File: src/rtl/adc_seq_pkg.sv
package adc_seq_pkg;

  localparam int BUS_W = 8;
  localparam int ADDR_W = 3;

  typedef enum logic [ADDR_W-1:0] {
    A_CTRL = 3'd0,
    A_STAT = 3'd1,
    A_CHAN = 3'd2,
    A_RLO  = 3'd3,
    A_RHI  = 3'd4
  } reg_addr_e;

  localparam int B_START = 0;
  localparam int B_IEN   = 1;
  localparam int B_FLAG  = 0;

  localparam int SE_PIN0_CH = 0;
  localparam int SE_PIN1_CH = 1;

endpackage

File: src/rtl/adc_seq_timer.sv
module adc_seq_timer #(
  parameter int CYCLES = 2076,
  parameter int PRS_W  = 4
) (
  input  logic             clk,
  input  logic             rst_n,
  input  logic             start_go,
  input  logic [PRS_W-1:0] prescale_sel,
  output logic             busy,
  output logic             done,
  output logic             abort
);

  localparam int CNT_W = $clog2(CYCLES + 1);
  localparam logic [CNT_W-1:0] LAST = CNT_W'(CYCLES - 1);

  logic [CNT_W-1:0] cnt_q, cnt_d;
  logic             busy_q, busy_d;
  logic [PRS_W-1:0] prs_q;
  logic             prs_chg;
  logic             cnt_en;

  assign prs_chg = (prescale_sel != prs_q);
  assign abort   = busy_q & prs_chg;
  assign done    = busy_q & ~prs_chg & (cnt_q == LAST);
  assign busy    = busy_q;

  always_comb begin
    busy_d = busy_q;
    cnt_d  = cnt_q;
    cnt_en = 1'b0;
    if (abort || done) begin
      busy_d = 1'b0;
    end else if (start_go && !busy_q) begin
      busy_d = 1'b1;
      cnt_d  = '0;
      cnt_en = 1'b1;
    end else if (busy_q) begin
      cnt_d  = cnt_q + 1'b1;
      cnt_en = 1'b1;
    end
  end

  always_ff @(posedge clk or negedge rst_n) begin
    if (!rst_n) begin
      busy_q <= 1'b0;
      cnt_q  <= '0;
      prs_q  <= '0;
    end else begin
      busy_q <= busy_d;
      prs_q  <= prescale_sel;
      if (cnt_en) cnt_q <= cnt_d;
    end
  end

endmodule

File: src/rtl/adc_seq_result.sv
module adc_seq_result #(
  parameter int RES_W = 12
) (
  input  logic             clk,
  input  logic             rst_n,
  input  logic             start_go,
  input  logic             done,
  input  logic [RES_W-1:0] sample_in,
  output logic [RES_W-1:0] result,
  output logic             valid
);

  logic [RES_W-1:0] res_q;
  logic             valid_q, valid_d;

  always_comb begin
    valid_d = valid_q;
    if (done)          valid_d = 1'b1;
    else if (start_go) valid_d = 1'b0;
  end

  always_ff @(posedge clk or negedge rst_n) begin
    if (!rst_n) begin
      res_q   <= '0;
      valid_q <= 1'b0;
    end else begin
      valid_q <= valid_d;
      if (done) res_q <= sample_in;
    end
  end

  assign result = res_q;
  assign valid  = valid_q;

endmodule

File: src/rtl/adc_seq_chan.sv
module adc_seq_chan
  import adc_seq_pkg::*;
#(
  parameter int CH_W = 3
) (
  input  logic            clk,
  input  logic            rst_n,
  input  logic            chan_wr,
  input  logic [CH_W-1:0] chan_wdata,
  input  logic            busy,
  input  logic            end_evt,
  output logic [CH_W-1:0] chan_sel,
  output logic [CH_W-1:0] act_ch,
  output logic            sgnd0,
  output logic            sgnd1
);

  logic [CH_W-1:0] sel_q, act_q, act_d;
  logic            act_en;

  always_comb begin
    act_d  = act_q;
    act_en = 1'b0;
    if (chan_wr && (!busy || end_evt)) begin
      act_d  = chan_wdata;
      act_en = 1'b1;
    end else if (end_evt) begin
      act_d  = sel_q;
      act_en = 1'b1;
    end
  end

  always_ff @(posedge clk or negedge rst_n) begin
    if (!rst_n) begin
      sel_q <= '0;
      act_q <= '0;
    end else begin
      if (chan_wr) sel_q <= chan_wdata;
      if (act_en)  act_q <= act_d;
    end
  end

  // Selecting one single-ended pin grounds its partner.
  assign sgnd1    = (act_q == CH_W'(SE_PIN0_CH));
  assign sgnd0    = (act_q == CH_W'(SE_PIN1_CH));
  assign chan_sel = sel_q;
  assign act_ch   = act_q;

endmodule

File: src/rtl/adc_seq_regs.sv
module adc_seq_regs
  import adc_seq_pkg::*;
#(
  parameter int CH_W  = 3,
  parameter int RES_W = 12
) (
  input  logic              clk,
  input  logic              rst_n,
  input  logic              bus_we,
  input  logic [ADDR_W-1:0] bus_addr,
  input  logic [BUS_W-1:0]  bus_wdata,
  output logic [BUS_W-1:0]  bus_rdata,
  input  logic              busy,
  input  logic              done,
  input  logic [CH_W-1:0]   chan_sel,
  input  logic [RES_W-1:0]  result,
  output logic              start_go,
  output logic              chan_wr,
  output logic              ien,
  output logic              flag
);

  localparam int HI_W = RES_W - 8;

  logic ien_q, flag_q, flag_d;
  logic ctrl_wr, stat_clr;

  assign ctrl_wr  = bus_we && (bus_addr == A_CTRL);
  assign chan_wr  = bus_we && (bus_addr == A_CHAN);
  assign stat_clr = bus_we && (bus_addr == A_STAT) && bus_wdata[B_FLAG];
  assign start_go = ctrl_wr && bus_wdata[B_START] && !busy;

  always_comb begin
    flag_d = flag_q;
    if (done)          flag_d = 1'b1;
    else if (stat_clr) flag_d = 1'b0;
  end

  always_ff @(posedge clk or negedge rst_n) begin
    if (!rst_n) begin
      ien_q  <= 1'b0;
      flag_q <= 1'b0;
    end else begin
      flag_q <= flag_d;
      if (ctrl_wr) ien_q <= bus_wdata[B_IEN];
    end
  end

  always_comb begin
    bus_rdata = '0;
    case (bus_addr)
      A_CTRL: begin
        bus_rdata[B_START] = busy;
        bus_rdata[B_IEN]   = ien_q;
      end
      A_STAT: bus_rdata[B_FLAG] = flag_q;
      A_CHAN: bus_rdata[CH_W-1:0] = chan_sel;
      A_RLO:  bus_rdata = result[7:0];
      A_RHI:  bus_rdata[HI_W-1:0] = result[RES_W-1:8];
      default: bus_rdata = '0;
    endcase
  end

  assign ien  = ien_q;
  assign flag = flag_q;

endmodule

File: src/rtl/adc_seq_ctrl.sv
module adc_seq_ctrl
  import adc_seq_pkg::*;
#(
  parameter int CLK_KHZ = 4000,
  parameter int CONV_US = 519,
  parameter int PRS_W   = 4,
  parameter int CH_W    = 3,
  parameter int RES_W   = 12
) (
  input  logic              clk,
  input  logic              rst_n,
  input  logic              bus_we,
  input  logic [ADDR_W-1:0] bus_addr,
  input  logic [BUS_W-1:0]  bus_wdata,
  output logic [BUS_W-1:0]  bus_rdata,
  input  logic [PRS_W-1:0]  prescale_sel,
  input  logic [RES_W-1:0]  sample_in,
  output logic [CH_W-1:0]   conv_ch,
  output logic              data_valid,
  output logic              irq,
  output logic              sgnd_pin0,
  output logic              sgnd_pin1
);

  localparam int CONV_CYC = (CLK_KHZ * CONV_US) / 1000;

  logic             busy_w, done_w, abort_w, start_w, chan_wr_w;
  logic             ien_w, flag_w;
  logic [CH_W-1:0]  chan_sel_w;
  logic [RES_W-1:0] result_w;

  adc_seq_timer #(.CYCLES(CONV_CYC), .PRS_W(PRS_W)) u_timer (
    .clk          (clk),
    .rst_n        (rst_n),
    .start_go     (start_w),
    .prescale_sel (prescale_sel),
    .busy         (busy_w),
    .done         (done_w),
    .abort        (abort_w)
  );

  adc_seq_result #(.RES_W(RES_W)) u_result (
    .clk       (clk),
    .rst_n     (rst_n),
    .start_go  (start_w),
    .done      (done_w),
    .sample_in (sample_in),
    .result    (result_w),
    .valid     (data_valid)
  );

  adc_seq_chan #(.CH_W(CH_W)) u_chan (
    .clk        (clk),
    .rst_n      (rst_n),
    .chan_wr    (chan_wr_w),
    .chan_wdata (bus_wdata[CH_W-1:0]),
    .busy       (busy_w),
    .end_evt    (done_w | abort_w),
    .chan_sel   (chan_sel_w),
    .act_ch     (conv_ch),
    .sgnd0      (sgnd_pin0),
    .sgnd1      (sgnd_pin1)
  );

  adc_seq_regs #(.CH_W(CH_W), .RES_W(RES_W)) u_regs (
    .clk       (clk),
    .rst_n     (rst_n),
    .bus_we    (bus_we),
    .bus_addr  (bus_addr),
    .bus_wdata (bus_wdata),
    .bus_rdata (bus_rdata),
    .busy      (busy_w),
    .done      (done_w),
    .chan_sel  (chan_sel_w),
    .result    (result_w),
    .start_go  (start_w),
    .chan_wr   (chan_wr_w),
    .ien       (ien_w),
    .flag      (flag_w)
  );

  assign irq = flag_w & ien_w;

endmodule

File: config.mk
export PLATFORM = sky130hd
export DESIGN_NAME = adc_seq_ctrl
export DESIGN_NICKNAME = d
export VERILOG_FILES = /design/src/rtl/adc_seq_pkg.sv /design/src/rtl/adc_seq_timer.sv /design/src/rtl/adc_seq_result.sv /design/src/rtl/adc_seq_chan.sv /design/src/rtl/adc_seq_regs.sv /design/src/rtl/adc_seq_ctrl.sv
export SDC_FILE = /design/constraint.sdc
export NUM_CORES = 1
export LEC_CHECK = 0
export ABC_AREA = 1
export BUFFER_PORTS_ARGS = -buffer_cell sky130_fd_sc_hd__buf_2
export CAP_MARGIN = 10
export CORE_MARGIN = 1
export CORE_UTILIZATION = 49
export CTS_CLUSTER_SIZE = 14
export DETAILED_ROUTE_END_ITERATION = 8
export HOLD_SLACK_MARGIN = 0.02
export PLACE_DENSITY = 0.76
export SYNTH_ARGS = -nofsm -noshare
export SYNTH_HDL_FRONTEND = slang
export SYNTH_SLANG_ARGS = --single-unit
File: constraint.sdc
create_clock -name clk -period 1.64 [get_ports clk]
set_clock_uncertainty 0.15 [all_clocks]
set_input_delay 0.328 -clock clk [delete_from_list [all_inputs] [get_ports clk]]
set_output_delay 0.328 -clock clk [all_outputs]
set_load 0.005 [all_outputs]
* Word level (Yosys, flattened, before mapping)
Cells that the tools add are included.
W data, S select, Z words.
** Operators by class
- $add $sub $neg :: 1
- Multiply operators :: 0
- Divide/modulo/power cells :: 0
- $lt $le $gt $ge :: 0
- Equal/unequal tests :: 7
- Shift-type cells :: 0
- Mux-type cells :: 20
- Bitwise operators :: 7
- Reductions and logical operators :: 20
** Operators with widths (number)
- $mux W12 :: 2
- $add A12 B1 Y12 const B :: 1
- $eq A12 B12 Y1 const B :: 1
- $mux W1 :: 11
- $reduce_bool A2 Y1 :: 5
- $logic_and A1 B1 Y1 :: 8
- $eq A3 B1 Y1 const B :: 2
- $eq A3 B2 Y1 const B :: 2
- $logic_not A3 Y1 :: 2
- $mux W3 :: 2
- $pmux W1 S5 :: 1
- $and A1 B1 Y1 :: 4
- $mux W4 :: 1
- $ne A4 B4 Y1 :: 1
- $pmux W1 S4 :: 1
- $eq A3 B3 Y1 const B :: 1
- $pmux W1 S3 :: 1
- $reduce_and A3 Y1 :: 1
- $logic_or A1 B1 Y1 :: 2
- $not A1 Y1 :: 2
- $pmux W1 S2 :: 1
- $reduce_and A2 Y1 :: 1
- $logic_not A1 Y1 :: 1
- $or A1 B1 Y1 :: 1
** Storage, ports and cells
- Register bits :: 38
- Latch bits :: 0
- Memory bits (writable) :: 0
- Memory bits (read-only) :: 0
- Output and inout port bits :: 15
- Word-level logic and storage cells :: 64
- Memories :: 0

* Longest topological paths before layout
- Depth after elaboration :: 9
- Gate-level depth with buffers :: 12
- Depth with buffers taken out :: 12

* Modules after synthesis
From an unflattened synthesis, not the netlist that was laid out.
** Unflattened totals
- Cell total of the unflattened synthesis :: 298
- Area, all modules :: 2185.8 um^2
** Modules (own cells, without submodules)
- adc_seq_timer :: instances 1, cells an instance 151, area each 1037.2 um^2, seq. area each 425.4 um^2
- adc_seq_result :: instances 1, cells an instance 55, area each 494.2 um^2, seq. area each 325.3 um^2
- adc_seq_regs :: instances 1, cells an instance 56, area each 366.6 um^2, seq. area each 50.0 um^2
- adc_seq_chan :: instances 1, cells an instance 31, area each 269.0 um^2, seq. area each 150.1 um^2
- adc_seq_ctrl :: instances 1, cells an instance 5, area each 18.8 um^2, seq. area each 0.0 um^2

* Least setup slack after synthesis
Ideal clock, no wire load.
- Path kind :: flip-flop to flip-flop
- Start point :: reg u_timer.cnt_q[0]
- End point :: reg u_result.res_q[0], in the netlist u_result.result[0]
- Setup time :: 0.125 ns
- Data arrival time :: 1.369 ns
- Data required time :: 1.365 ns
- Slack :: -0.004 ns
- Stages on the path, launching flop included :: 8
- Path buffers :: 0
- Path through :: dfrtp_1 > ha_1 > nand2_1 > nor3_2 > nand3_2 > inv_2 > nand2_4 > mux2_4
** Between the ends
- Word-level cells in the longest chain between the ends :: 2
** RTL lines
- start: declaration :: line adc_seq_timer.sv:17 : logic [CNT_W-1:0] cnt_q, cnt_d;
- start signal: assignment :: line adc_seq_timer.sv:52 : if (cnt_en) cnt_q <= cnt_d;
- $eq A12 B12 Y1 :: line adc_seq_timer.sv:25 : assign done = busy_q & ~prs_chg & (cnt_q == LAST);
- $and A1 B1 Y1 :: line adc_seq_timer.sv:25
- end signal: assignment :: line adc_seq_result.sv:28 : if (done) res_q <= sample_in;
- end: declaration :: line adc_seq_result.sv:13 : logic [RES_W-1:0] res_q;
Every way passes these cells.
A chain may end at the register's enable or synchronous reset.

* Final worst setup path
- Start point :: reg u_timer.prs_q[3]
- End point :: reg u_timer.cnt_q[7]
** Between the ends
- Word-level cells in the longest chain between the ends :: 7
- Elaborated cells between the ends (all ways) :: 9
- Classes of those cells :: eq/ne: 1; mux: 1; bitwise: 5; reduce/logical: 2
** RTL lines
- start: declaration :: line adc_seq_timer.sv:19 : logic [PRS_W-1:0] prs_q;
- start signal: assignment :: line adc_seq_timer.sv:51 : prs_q <= prescale_sel;
- $ne A4 B4 Y1 (*) :: line adc_seq_timer.sv:23 : assign prs_chg = (prescale_sel != prs_q);
- $not A1 Y1 :: line adc_seq_timer.sv:25
- $and A1 B1 Y1 (2 in a row) :: line adc_seq_timer.sv:25
- $logic_or A1 B1 Y1 (*) :: line adc_seq_timer.sv:32 : if (abort || done) begin
- $mux W1 / $not A1 Y1 (equally long branches)
- $reduce_and A3 Y1 (no source line) (*)
Mark *: on every way between the ends. The rest lies on a longest branch, timed or not.

==> results.md <==
- Run status: finished, violations left
- Failing checks: negative setup slack
- Syn Nets: 280
- Non-Filler Instances: 387
- Number of synthesized flops with an enable pin: 0
- Startpoint type of the worst setup path: register
- Pin count of the biggest net entering global routing: 21
- Deepest clock path buffer count: 2
- Mux contribution to synthesized area: 0.0582
- Final-report max-slew violation count: 0
- Die area: 4480 sq um
- Synth-to-Final Area Change: 44.8%
- Ys flop type: dfrtp_1
- CP Cell Sequence: xnor2_1 -> nand2_1 -> nor2_4 -> nand3_4 -> inv_1 -> nand4_1 -> o21ai_2
- Largest family of logic cells by synthesized area: simple AND/OR/NAND/NOR gates
- Multi-input gate area in the final layout: 1120 sq um
- Post-DP HPWL: 3610 microns
- Xor and xnor area share after synthesis: 0.0382
- Yosys warning total: 0
- Placed cells: 369
- Pwr dens: 797 nW/um^2
- Flop2flop setup slack: -0.14 ns
- Crit. End Element: register
- Post-synthesis adder-cell area fraction: 0.00606
- Post-route setup TNS: -2.97 ns
- Root Buffer: clkbuf_8
- Post-DP Area: 2550 sq um
- Worst EP required: 1.72 ns
- Initial antenna violation count: 0
- Min-delay worst type: primary input to register
- Gpl congestion: 0.906
- Final setup viols: 31
- Design area: 2990 sq um
- FF/Latch Area: 951 sq um
- Final Hold Viols: 0
- Min Tclk post-route: 1.78 ns
- Critical Path AT: 1.86 ns
- Total Routing Usage GR: 0.252
- Reg-to-Reg Start: u_timer.prs_q[3]
- Post-Route Utilization: 0.742
- Power, Total: 2.38 mW
- Antenna Nets Post-Route: 0
- First-pass GRT wire length: 8260 microns
- WS Path Type: register to register
- # H-tree levels: 2
- Worst rel slew slack: 0.688
- Synth Register Bits: 38
- Leak: 1.53 nW
- Routed WL: 6130 microns
- Post-synthesis async set-or-reset flop share: 1.00
- Syn Area/Cell: 8.29 sq um
- Hold Slack: 0.0348 ns
- Syn Inst Count: 249
- Post-synthesis sequential area ratio: 0.461
- Share of layout cells above drive strength 1: 0.436
- Number of port buffers: 39
- Slew @ Worst Pin: 0.463 ns
- RSZ-0062 raised after global routing: true
- Highest clock rate: 561 MHz
- Sink Count: 38
- # diodes: 0
- Slowest CP cell: dfrtp_1
- IO Count: 45
- Number of remaining DRC errors: 0
- Core Rows: 23
- Clock buffer count from CTS: 5
- Cell variety after synth: 31
- Core area: 4030 sq um
- Clock Latency Late Sink: 0.30 ns
- Max VDD drop: 427 uV
- Worst Setup SP: u_timer.prs_q[3]
- Vias/cell: 5.44
- Worst path max stage delay: 0.42 ns
- Fillers: 260
- Mean routed wirelength per cell: 15.8 microns
- Vias in the first global route: 1,879
- Drt pass-1 iters: 4
- Min-delay src: prescale_sel[1]
- Clock-pin slew on the worst setup and hold paths: 0.07 ns
- Setup slack after layout: -0.144 ns
- Complex-gate fraction of the synthesized area: 0.0745
- Maxcap violations: 0
- Chip width: 66.9 microns
- CTS tree: yes
- Tcrit/Tclk final: 1.09
- Total number of vias: 2,106
- Dpl ws: -0.110 ns
- Initial Utilization: 0.512
- Nets: 367
- DRT iter0 DRCs: 192
- Die Ht: 66.9 microns
- Simple-Gate Fraction of Synth Area: 0.273
- Max FO, Critical Path: 8
- Overflow after GRT: 0
- Synthesized area: 2060 sq um
## synthesized netlist by cell type, drive strengths merged, types with 2 or more instances
master,n,area share
nand2,57,0.11
inv,41,0.075
dfrtp,38,0.46
nor2,24,0.048
nand3,21,0.056
o21ai,15,0.036
nor3,11,0.032
a21oi,8,0.019
mux2,8,0.058
xor2,7,0.030
nand4,5,0.015
buf,3,0.015
xnor2,2,0.0085
## per-layer routing
layer | share of wire | vias up | track usage
met5 | 0 | - | 0
met1 | 0.39 | 988 | 0.275
li1 | - | 975 | -
met4 | 0.040 | 0 | 0.0957
met2 | 0.51 | 106 | 0.466
met3 | 0.054 | 37 | 0.0582
## report_power, final
| group | switching, mW | total, mW | internal, mW |
|---|---|---|---|
| Clock | 0.337 | 0.676 | 0.339 |
| Sequential | 0.0752 | 1.11 | 1.04 |
| Combinational | 0.311 | 0.595 | 0.284 |
## what timing repair did
action / in CTS / in global routing
setup buffers: 3 / 5
endpoints found under the setup margin: 34 / 38
hold buffers: 2 / 0
hold endpoints to repair: 39 / 0
resized for setup: 14 / 57
pin swaps: 2 / 21
gates cloned: 1 / 0
## worst paths after layout
| path | end | cells after the start |
|---|---|---|
| worst max register to register | u_timer.cnt_q[7] | 7 |
| worst max-delay path | u_timer.cnt_q[7] | 7 |
| min in group asynchronous | u_result.result[6] | 3 |
| worst min-delay path | u_timer.prs_q[1] | 1 |
| worst min register to register | u_result.result[7] | 2 |
| max in group asynchronous | u_timer.cnt_q[6] | 3 |
## state kept, by name, summed over array words and instances, names as in the netlist
register,count
u_result.result,12
u_result.valid,1
u_timer.busy,1
u_timer.prs_q,4
u_regs.flag,1
u_regs.ien,1
u_timer.cnt_q,12
u_chan.chan_sel,3
u_chan.act_ch,3
## logic make-up (layout without fill, tap and decap cells)
group,after synthesis,in the layout
XOR/XNOR,9,9
buffers and inverters,44,131
AO/OA/AOI/OAI,28,28
flip-flops,38,38
multiplexers,8,8
adder cells (fa/ha/maj),1,1
AND/OR/NAND/NOR,121,122
## cells in the final DEF (no fill, tap or decap), types with 2 or more instances in the layout
master         netlist  routed
a21oi_1              8       5
buf_6                2      10
a21oi_2              0       3
nand3_4              0       2
clkbuf_8             0       6
inv_6                0       2
nor3_4               0       3
dlygate4sd3_1        0       2
nor2_2               1       3
o21ai_0              6       6
nor3_1               9       7
mux2_4               8       8
xor2_1               7       7
nor2_1              22      19
nand3_2              2       6
nand2_1             54      46
xnor2_1              2       2
nand4_1              5       5
nand2_8              0       3
nor2_4               1       2
o21ai_1              9       7
o21ai_2              0       2
inv_1               36      28
inv_2                5       8
nand3_1             19      13
buf_2                0      36
buf_4                1      32
nand2_2              1       8
dfrtp_1             38      38
## critical path, delay by kind of cell (launching register included)
| family | cells | cell delay, ns |
|---|---|---|
| AO/OA/AOI/OAI | 1 | 0.08 |
| XOR/XNOR | 1 | 0.24 |
| buffers and inverters | 1 | 0.25 |
| flip-flops | 1 | 0.42 |
| AND/OR/NAND/NOR | 4 | 0.56 |
## area by class of cell
type | count | area share
Timing Repair Buffer | 82 | 0.197
Clock buffer | 7 | 0.0289
Sequential cell | 38 | 0.318
Tap cell | 50 | 0.0209
Inverter | 41 | 0.0599
Clock inverter | 1 | 0.00167
Multi-Input combinational cell | 168 | 0.374
No activity file was read; power rests on OpenSTA's default activity.
